### config.mk
export PLATFORM = sky130hd
export DESIGN_NAME = tx_pkt_arbiter
export DESIGN_NICKNAME = d
export VERILOG_FILES = /design/src/rtl/tx_arb_pkg.sv /design/src/rtl/tx_arb_fsm.sv /design/src/rtl/tx_arb_route.sv /design/src/rtl/tx_pkt_arbiter.sv
export SDC_FILE = /design/constraint.sdc
export NUM_CORES = 1
export LEC_CHECK = 0
export ABC_AREA = 1
export ABC_CLOCK_PERIOD_IN_PS = 2600
export CAP_MARGIN = 20
export CORE_AREA = 4 4 41 43
export CTS_BUF_LIST = sky130_fd_sc_hd__clkbuf_4 sky130_fd_sc_hd__clkbuf_8
export DETAILED_ROUTE_END_ITERATION = 10
export DIE_AREA = 0 0 45 47
export GPL_ROUTABILITY_DRIVEN = 0
export GPL_TIMING_DRIVEN = 0
export PLACE_DENSITY = 0.79
export SETUP_SLACK_MARGIN = 0.1
export SYNTH_ARGS = -nofsm -noshare
export SYNTH_HDL_FRONTEND = slang
export SYNTH_SLANG_ARGS = --single-unit
### constraint.sdc
create_clock -name clk -period 2.6 [get_ports clk]
set_clock_uncertainty 0.1 [all_clocks]
set_input_delay 0.65 -clock clk [delete_from_list [all_inputs] [get_ports clk]]
set_output_delay 0.65 -clock clk [all_outputs]
set_load 0.005 [all_outputs]
### src/rtl/tx_arb_pkg.sv
package tx_arb_pkg;
    typedef enum logic [1:0] {
        ST_IDLE      = 2'd0,
        ST_SERVE_RSP = 2'd1,
        ST_SERVE_USR = 2'd2
    } arb_state_t;
endpackage

### src/rtl/tx_arb_fsm.sv
module tx_arb_fsm
    import tx_arb_pkg::*;
(
    input  logic       clk,
    input  logic       rst_n,
    input  logic       req_rsp,
    input  logic       req_usr,
    input  logic       pkt_done,
    output arb_state_t state
);
    arb_state_t state_nx;

    always_ff @(posedge clk) begin
        if (!rst_n) state <= ST_IDLE;
        else        state <= state_nx;
    end

    always_comb begin
        state_nx = state;
        unique case (state)
            ST_IDLE: begin
                if (req_rsp)      state_nx = ST_SERVE_RSP;  // PICK_RSP
                else if (req_usr) state_nx = ST_SERVE_USR;  // PICK_USR
            end
            ST_SERVE_RSP: if (pkt_done) state_nx = ST_IDLE; // RELEASE
            ST_SERVE_USR: if (pkt_done) state_nx = ST_IDLE; // RELEASE
            default:      state_nx = ST_IDLE;
        endcase
    end

    // response source wins from idle
    assert_rsp_wins_R3: assert property (@(posedge clk) disable iff (!rst_n)
        (state == ST_IDLE && req_rsp) |=> (state == ST_SERVE_RSP));
    // user source served when it requests alone
    assert_usr_alone_R4: assert property (@(posedge clk) disable iff (!rst_n)
        (state == ST_IDLE && !req_rsp && req_usr) |=> (state == ST_SERVE_USR));
    // grant holds until the packet is finished
    assert_grant_hold_R7: assert property (@(posedge clk) disable iff (!rst_n)
        (state != ST_IDLE && !pkt_done) |=> $stable(state));
    assert_release_R7: assert property (@(posedge clk) disable iff (!rst_n)
        (state != ST_IDLE && pkt_done) |=> (state == ST_IDLE));
endmodule

### src/rtl/tx_arb_route.sv
module tx_arb_route
    import tx_arb_pkg::*;
#(
    parameter int DATA_W = 8
) (
    input  arb_state_t        state,
    input  logic [1:0]        src_valid,
    input  logic [1:0]        src_last,
    input  logic [DATA_W-1:0] src_data [2],
    output logic [1:0]        src_ready,
    input  logic              out_ready,
    output logic              out_valid,
    output logic [DATA_W-1:0] out_data,
    output logic              out_last
);
    logic [1:0] sel;

    always_comb begin
        sel = 2'b00;
        unique case (state)
            ST_SERVE_RSP: sel = 2'b01;
            ST_SERVE_USR: sel = 2'b10;
            default:      sel = 2'b00;
        endcase
    end

    for (genvar i = 0; i < 2; i++) begin : g_rdy
        assign src_ready[i] = sel[i] & out_ready;
    end

    always_comb begin
        out_valid = 1'b0;
        out_data  = '0;
        out_last  = 1'b0;
        for (int i = 0; i < 2; i++) begin
            if (sel[i]) begin
                out_valid = src_valid[i];
                out_data  = src_data[i];
                out_last  = src_last[i];
            end
        end
    end
endmodule

### src/rtl/tx_pkt_arbiter.sv
module tx_pkt_arbiter
    import tx_arb_pkg::*;
#(
    parameter int DATA_W = 8
) (
    input  logic              clk,
    input  logic              rst_n,
    input  logic              rsp_valid,
    output logic              rsp_ready,
    input  logic [DATA_W-1:0] rsp_data,
    input  logic              rsp_last,
    input  logic              usr_valid,
    output logic              usr_ready,
    input  logic [DATA_W-1:0] usr_data,
    input  logic              usr_last,
    output logic              out_valid,
    input  logic              out_ready,
    output logic [DATA_W-1:0] out_data,
    output logic              out_last
);
    arb_state_t        state;
    logic [1:0]        src_ready;
    logic [DATA_W-1:0] src_data [2];
    logic              pkt_done;

    assign src_data[0] = rsp_data;
    assign src_data[1] = usr_data;
    assign pkt_done    = out_valid & out_ready & out_last;
    assign rsp_ready   = src_ready[0];
    assign usr_ready   = src_ready[1];

    tx_arb_fsm u_fsm (
        .clk      (clk),
        .rst_n    (rst_n),
        .req_rsp  (rsp_valid),
        .req_usr  (usr_valid),
        .pkt_done (pkt_done),
        .state    (state)
    );

    tx_arb_route #(.DATA_W(DATA_W)) u_route (
        .state     (state),
        .src_valid ({usr_valid, rsp_valid}),
        .src_last  ({usr_last, rsp_last}),
        .src_data  (src_data),
        .src_ready (src_ready),
        .out_ready (out_ready),
        .out_valid (out_valid),
        .out_data  (out_data),
        .out_last  (out_last)
    );

    // idle forwards nothing
    assert_idle_quiet_R2: assert property (@(posedge clk) disable iff (!rst_n)
        (state == ST_IDLE) |-> (!out_valid && !rsp_ready && !usr_ready));
    // at most one source is given ready
    assert_ready_excl_R6: assert property (@(posedge clk) disable iff (!rst_n)
        !(rsp_ready && usr_ready));
    // an accepted output byte is an accepted source byte
    assert_handshake_R5: assert property (@(posedge clk) disable iff (!rst_n)
        (out_valid && out_ready) |-> (rsp_ready || usr_ready));
    // first cycle after reset is quiet
    assert_reset_quiet_R1: assert property (@(posedge clk)
        !rst_n |=> (!out_valid && !rsp_ready && !usr_ready));
endmodule

Yosys cells after proc, flatten, opt, wreduce, memory -nomap -nowiden. Index checks and enable logic that the tools add are counted. Widths: inputs -> output; s select.

Eq/ne operators: 4. Multiplexer cells: 11. Bitwise operators: 4. Reduce and logical (&&, ||, !) cells: 3.

Operators with widths (count): $mux 8 (2); $pmux 2 s2 (2); $mux 2 (3); $and 1x1->1 (4); $mux 1 (4); $ne 3x3->1 const B (1); $eq 2x1->1 const B (1); $eq 2x2->1 const B (1); $logic_not 2->1 (1); $ne 2x1->1 const B (1); $reduce_and 2->1 (1); $reduce_or 2->1 (1).

Register bits after elaboration: 2. Output and inout bits: 12. Logic and storage cells: 23.

Longest topological paths before layout.
Depth in word-level cells: 8. Gate-level depth with buffers: 10.

Hierarchy. From an unflattened synthesis, not the netlist that was laid out.

Cell total of the unflattened synthesis: 62. Area, all modules: 340.3 µm².

Modules (own cells, without submodules): tx_arb_route (times used 1, cells an instance 41, area an instance 209.0 µm², sequential area each 0.0 µm²); tx_arb_fsm (times used 1, cells an instance 18, area an instance 117.6 µm², sequential area each 40.0 µm²); tx_pkt_arbiter (times used 1, cells an instance 3, area an instance 13.8 µm², sequential area each 0.0 µm²).

Worst setup path before layout. No wires, ideal clock.

Path kind: register to output. Start point: register u_fsm.state[0]. End point: output out_last. Arrival: 0.924 ns. Data required time: 1.850 ns. Setup slack: 0.926 ns. Cell stages (with the launch flop): 6. Cells stage by stage: dfxtp_1 inv_1 ha_1 inv_2 nand3_1 nand2_2.

Longest elaborated chain between the ends: 4. Elaborated cells between the ends (all ways): 5.

Ends and longest elaborated chain: from (decl) (RTL line tx_arb_fsm.sv:9) `output arb_state_t state`; from (signal assigned) (RTL line tx_arb_fsm.sv:15) `else state <= state_nx;`; $eq 2x2->1 / $eq 2x1->1 (equally long branches) (RTL line tx_arb_route.sv:20) `unique case (state)`; $pmux 2 s2 * (RTL line tx_arb_route.sv:20); $mux 1 (RTL line tx_arb_route.sv:36) `if (sel[i]) begin`; $mux 1 * (RTL line tx_arb_route.sv:36); to (decl) (RTL line tx_pkt_arbiter.sv:19) `output logic out_last`.

Mark *: on every way between the ends. The rest lies on a longest branch, timed or not.

Final worst setup path.
Start point: input rsp_data[0]. End point: output out_data[0].

Longest elaborated chain between the ends: 2.

Ends and longest elaborated chain: from (decl) (RTL line tx_pkt_arbiter.sv:10) `input logic [DATA_W-1:0] rsp_data,`; $mux 8 (2 in series) (RTL line tx_arb_route.sv:36); to (decl) (RTL line tx_pkt_arbiter.sv:18) `output logic [DATA_W-1:0] out_data,`.

No other way between the ends.

==> results.rst <==
.. list-table::
   :header-rows: 1

   * - Metric
     - Value
   * - Share of the yosys chip area belonging to registers
     - 12.0%
   * - Combined global-route utilization of all metal layers
     - 13.1%
   * - Net count after synthesis
     - 83
   * - Total non-filler cell area in the finished layout
     - 739 µm²
   * - Required time reported for the critical path endpoint
     - 1.85 ns
   * - Largest registers ranked by flip-flop count
     - u_fsm.state: 2 flops
   * - Cell type contributing the most total cell area after synthesis
     - sky130_fd_sc_hd__nand2_1
   * - First-pass GRT wire length
     - 1940 µm
   * - Wire length per cell
     - 10.8 µm
   * - Initial core utilization
     - 25.7%
   * - Slew @ Worst Pin
     - 0.140 ns
   * - Arr. time, crit path
     - 1.72 ns
   * - Synthesis-stage register bit count
     - 2
   * - Area fraction in and, or, nand and nor cells after synthesis
     - 58.1%
   * - Via Count
     - 480
   * - Fraction of synthesized cell area taken by the top area cell type
     - 25.8%
   * - Synth warnings
     - 0
   * - Share of synthesized cell area in full adder, half adder and majority cells
     - 11.2%
   * - Core Util, Final
     - 56.8%
   * - Number of hold violations in the final report
     - 0
   * - Dominant cell by count in the synthesized netlist
     - sky130_fd_sc_hd__nand2_1
   * - Dominant register cell in the synthesized netlist
     - sky130_fd_sc_hd__dfxtp_1
   * - Count of nets after finishing
     - 123
   * - Proportion of layout cells with a drive suffix above 1
     - 18.9%
   * - Final clock period utilization by the worst path
     - 95.0%
   * - Synth top area cells
     - sky130_fd_sc_hd__nand2_1 (26%), sky130_fd_sc_hd__nand3_1 (15%), sky130_fd_sc_hd__dfxtp_1 (12%), sky130_fd_sc_hd__ha_1 (11%), sky130_fd_sc_hd__nand2_2 (9.4%)
   * - Slack of the critical path
     - 0.130 ns
   * - Worst setup path class
     - in2out
   * - Clock tree from TritonCTS
     - built
   * - Drc violations
     - 0
   * - Clock transition at the registers of the reported paths
     - 0.03 ns
   * - RSZ-0062 raised after global routing
     - yes
   * - Dominant combinational cell family by area after synthesis
     - simple AND/OR/NAND/NOR gates
   * - Total number of clock tree sinks
     - 2
   * - Top-level I/O count
     - 35
   * - Number of inserted diodes
     - 0
   * - Clock Tree Root
     - sky130_fd_sc_hd__clkbuf_4
   * - Type of the worst min-delay path
     - reg2reg
   * - CP max FO
     - 1
   * - Detailed Route WL
     - 1180 µm
   * - Shortest period the worst path allows
     - 2.47 ns
   * - Fmax
     - 405 MHz
   * - Number of distinct standard cells referenced by the synthesized netlist
     - 12
   * - Maximum vdd drop
     - 0.000467 V
   * - Post-detailed-route count of antenna-violating nets
     - 0
   * - Critical Path End Type
     - output port
   * - Result of the run
     - finished clean
   * - Fraction of the mapped netlist area in compound gates
     - 5.24%
   * - Multiplexer share of the synthesized area
     - 0%
   * - Standard-cell rows
     - 13
   * - Leak
     - 0.457 nW
   * - Final-report setup violation count
     - 0
   * - Overall die area
     - 0.00212 mm²
   * - Clock buffer count from CTS
     - 3
   * - Count of final max-slew check failures
     - 0
   * - Most instantiated cells after synthesis
     - sky130_fd_sc_hd__nand2_1 (23), sky130_fd_sc_hd__nand3_1 (10), sky130_fd_sc_hd__inv_1 (6)
   * - Buffers on Ports
     - 34
   * - Syn_area_per_cell
     - 5.86 µm²
   * - DRT iter0 DRCs
     - 6
   * - Post-DR vias/cell
     - 4.36
   * - Cells after Synth
     - 57
   * - Overall die height
     - 47 µm
   * - Clock buffer depth
     - 2
   * - Worst-skew pair later-pin latency
     - 0.23 ns
   * - Std-Cell Core Area
     - 0.00130 mm²
   * - Setup bufs post-CTS
     - 0
   * - Fraction of registers with async set/reset
     - 0%
   * - Total Power
     - 0.554 mW
   * - Post-synthesis xor/xnor area fraction
     - 0%
   * - Power density normalized to cell area
     - 749 mW/mm²
   * - Register containing the most flip-flops in the final layout
     - u_fsm.state
   * - Kind of launch point of the worst setup path
     - input port
   * - Max Cap Viol
     - 0
   * - Area growth from synthesis to final layout
     - 121%
   * - Via count of the first global-routing pass
     - 457
   * - Detailed-routing iteration count for the pre-antenna-repair pass
     - 4
   * - Slew headroom
     - 90.7%
   * - EDFF count, synth
     - 0
   * - Clock H-tree levels
     - 1
   * - Netlist area before placement
     - 334 µm²
   * - Maximum number of pins on one net before global-route repair
     - 11
   * - Antenna violations before repair
     - 0
   * - Die Wd
     - 45 µm
   * - Total global routing overflow
     - 0
   * - Placed Instance Area
     - 693 µm²
   * - Hold buffers post-CTS
     - 0
   * - Number of flip-flops under the largest register name
     - 2
   * - Setup slack at placement
     - -0.0122 ns
## power by group
part	leakage (nW)	switching, mW	internal, mW	total [mW]
Clock	0.0138	0.0207	0.0512	0.0718
Sequential	0.0165	0.00872	0.0439	0.0526
Combinational	0.427	0.207	0.222	0.429
## per-stage QoR
step                      TNS, ns  hold slack (ns)  instances
final                           0            0.386        110
after global routing            0            0.418        110
after CTS                       0            0.388        110
after detailed placement  -0.0122            0.383        106
after global placement    -0.0103            0.377        106
after floorplan                 0            0.358         57
## routing by layer
layer | wire, µm | GRT usage (%) | up-vias
met5 | 0 | 0 | -
met4 | 29 | 10.5 | 0
met3 | 158 | 5.36 | 4
met2 | 559 | 21.2 | 25
met1 | 437 | 13.3 | 198
li1 | - | - | 253
## area by class of cell
cell class	instances	area [µm²]
repair inverters	1	7.51
fillers	137	562
clock buffers	3	22.5
flip-flops and latches	2	40.0
well taps	15	18.8
plain buffers	2	18.8
repair buffers	34	354
inverters	7	26.3
multi-input cells	46	251
## critical path, cell delays in order
cell and delay (ns):
sky130_fd_sc_hd__clkdlybuf4s50_1 0.45, sky130_fd_sc_hd__nand3_1 0.07, sky130_fd_sc_hd__nand2_1 0.06, sky130_fd_sc_hd__clkdlybuf4s50_1 0.49
## layout by cell type (no fill, tap or decap), drive strengths merged
master	count
a21oi	2
buf	2
clkbuf	3
clkdlybuf4s50	24
clkinvlp	1
dfxtp	2
dlygate4sd2	3
dlymetal6s2s	7
ha	3
inv	7
nand2	28
nand3	12
or2	1
## worst paths after layout
| kind | slack [ns] | startpoint | depth (start not counted) | end |
|---|---|---|---|---|
| worst max-delay path | 0.13 | rsp_data[0] | 4 | out_data[0] |
| worst min-delay path | 0.39 | u_fsm.state[0] | 2 | u_fsm.state[0] |
| worst max register to register | 1.08 | u_fsm.state[0] | 10 | u_fsm.state[0] |
| worst min register to register | 0.39 | u_fsm.state[0] | 2 | u_fsm.state[0] |
## kinds of logic (layout without fill, tap and decap cells)
group / count (synthesis) / count (layout)
AOI/OAI and AO/OA: 2 / 2
adders and majority gates: 3 / 3
buffers and inverters: 9 / 47
DFF: 2 / 2
and+or+nand+nor: 41 / 41
## timing repair
item	CTS	global route
endpoints found under the setup margin	5	11
cloned	1	0
resized for setup	3	9
pin swaps	0	0
No activity file was read; power rests on OpenSTA's default activity.
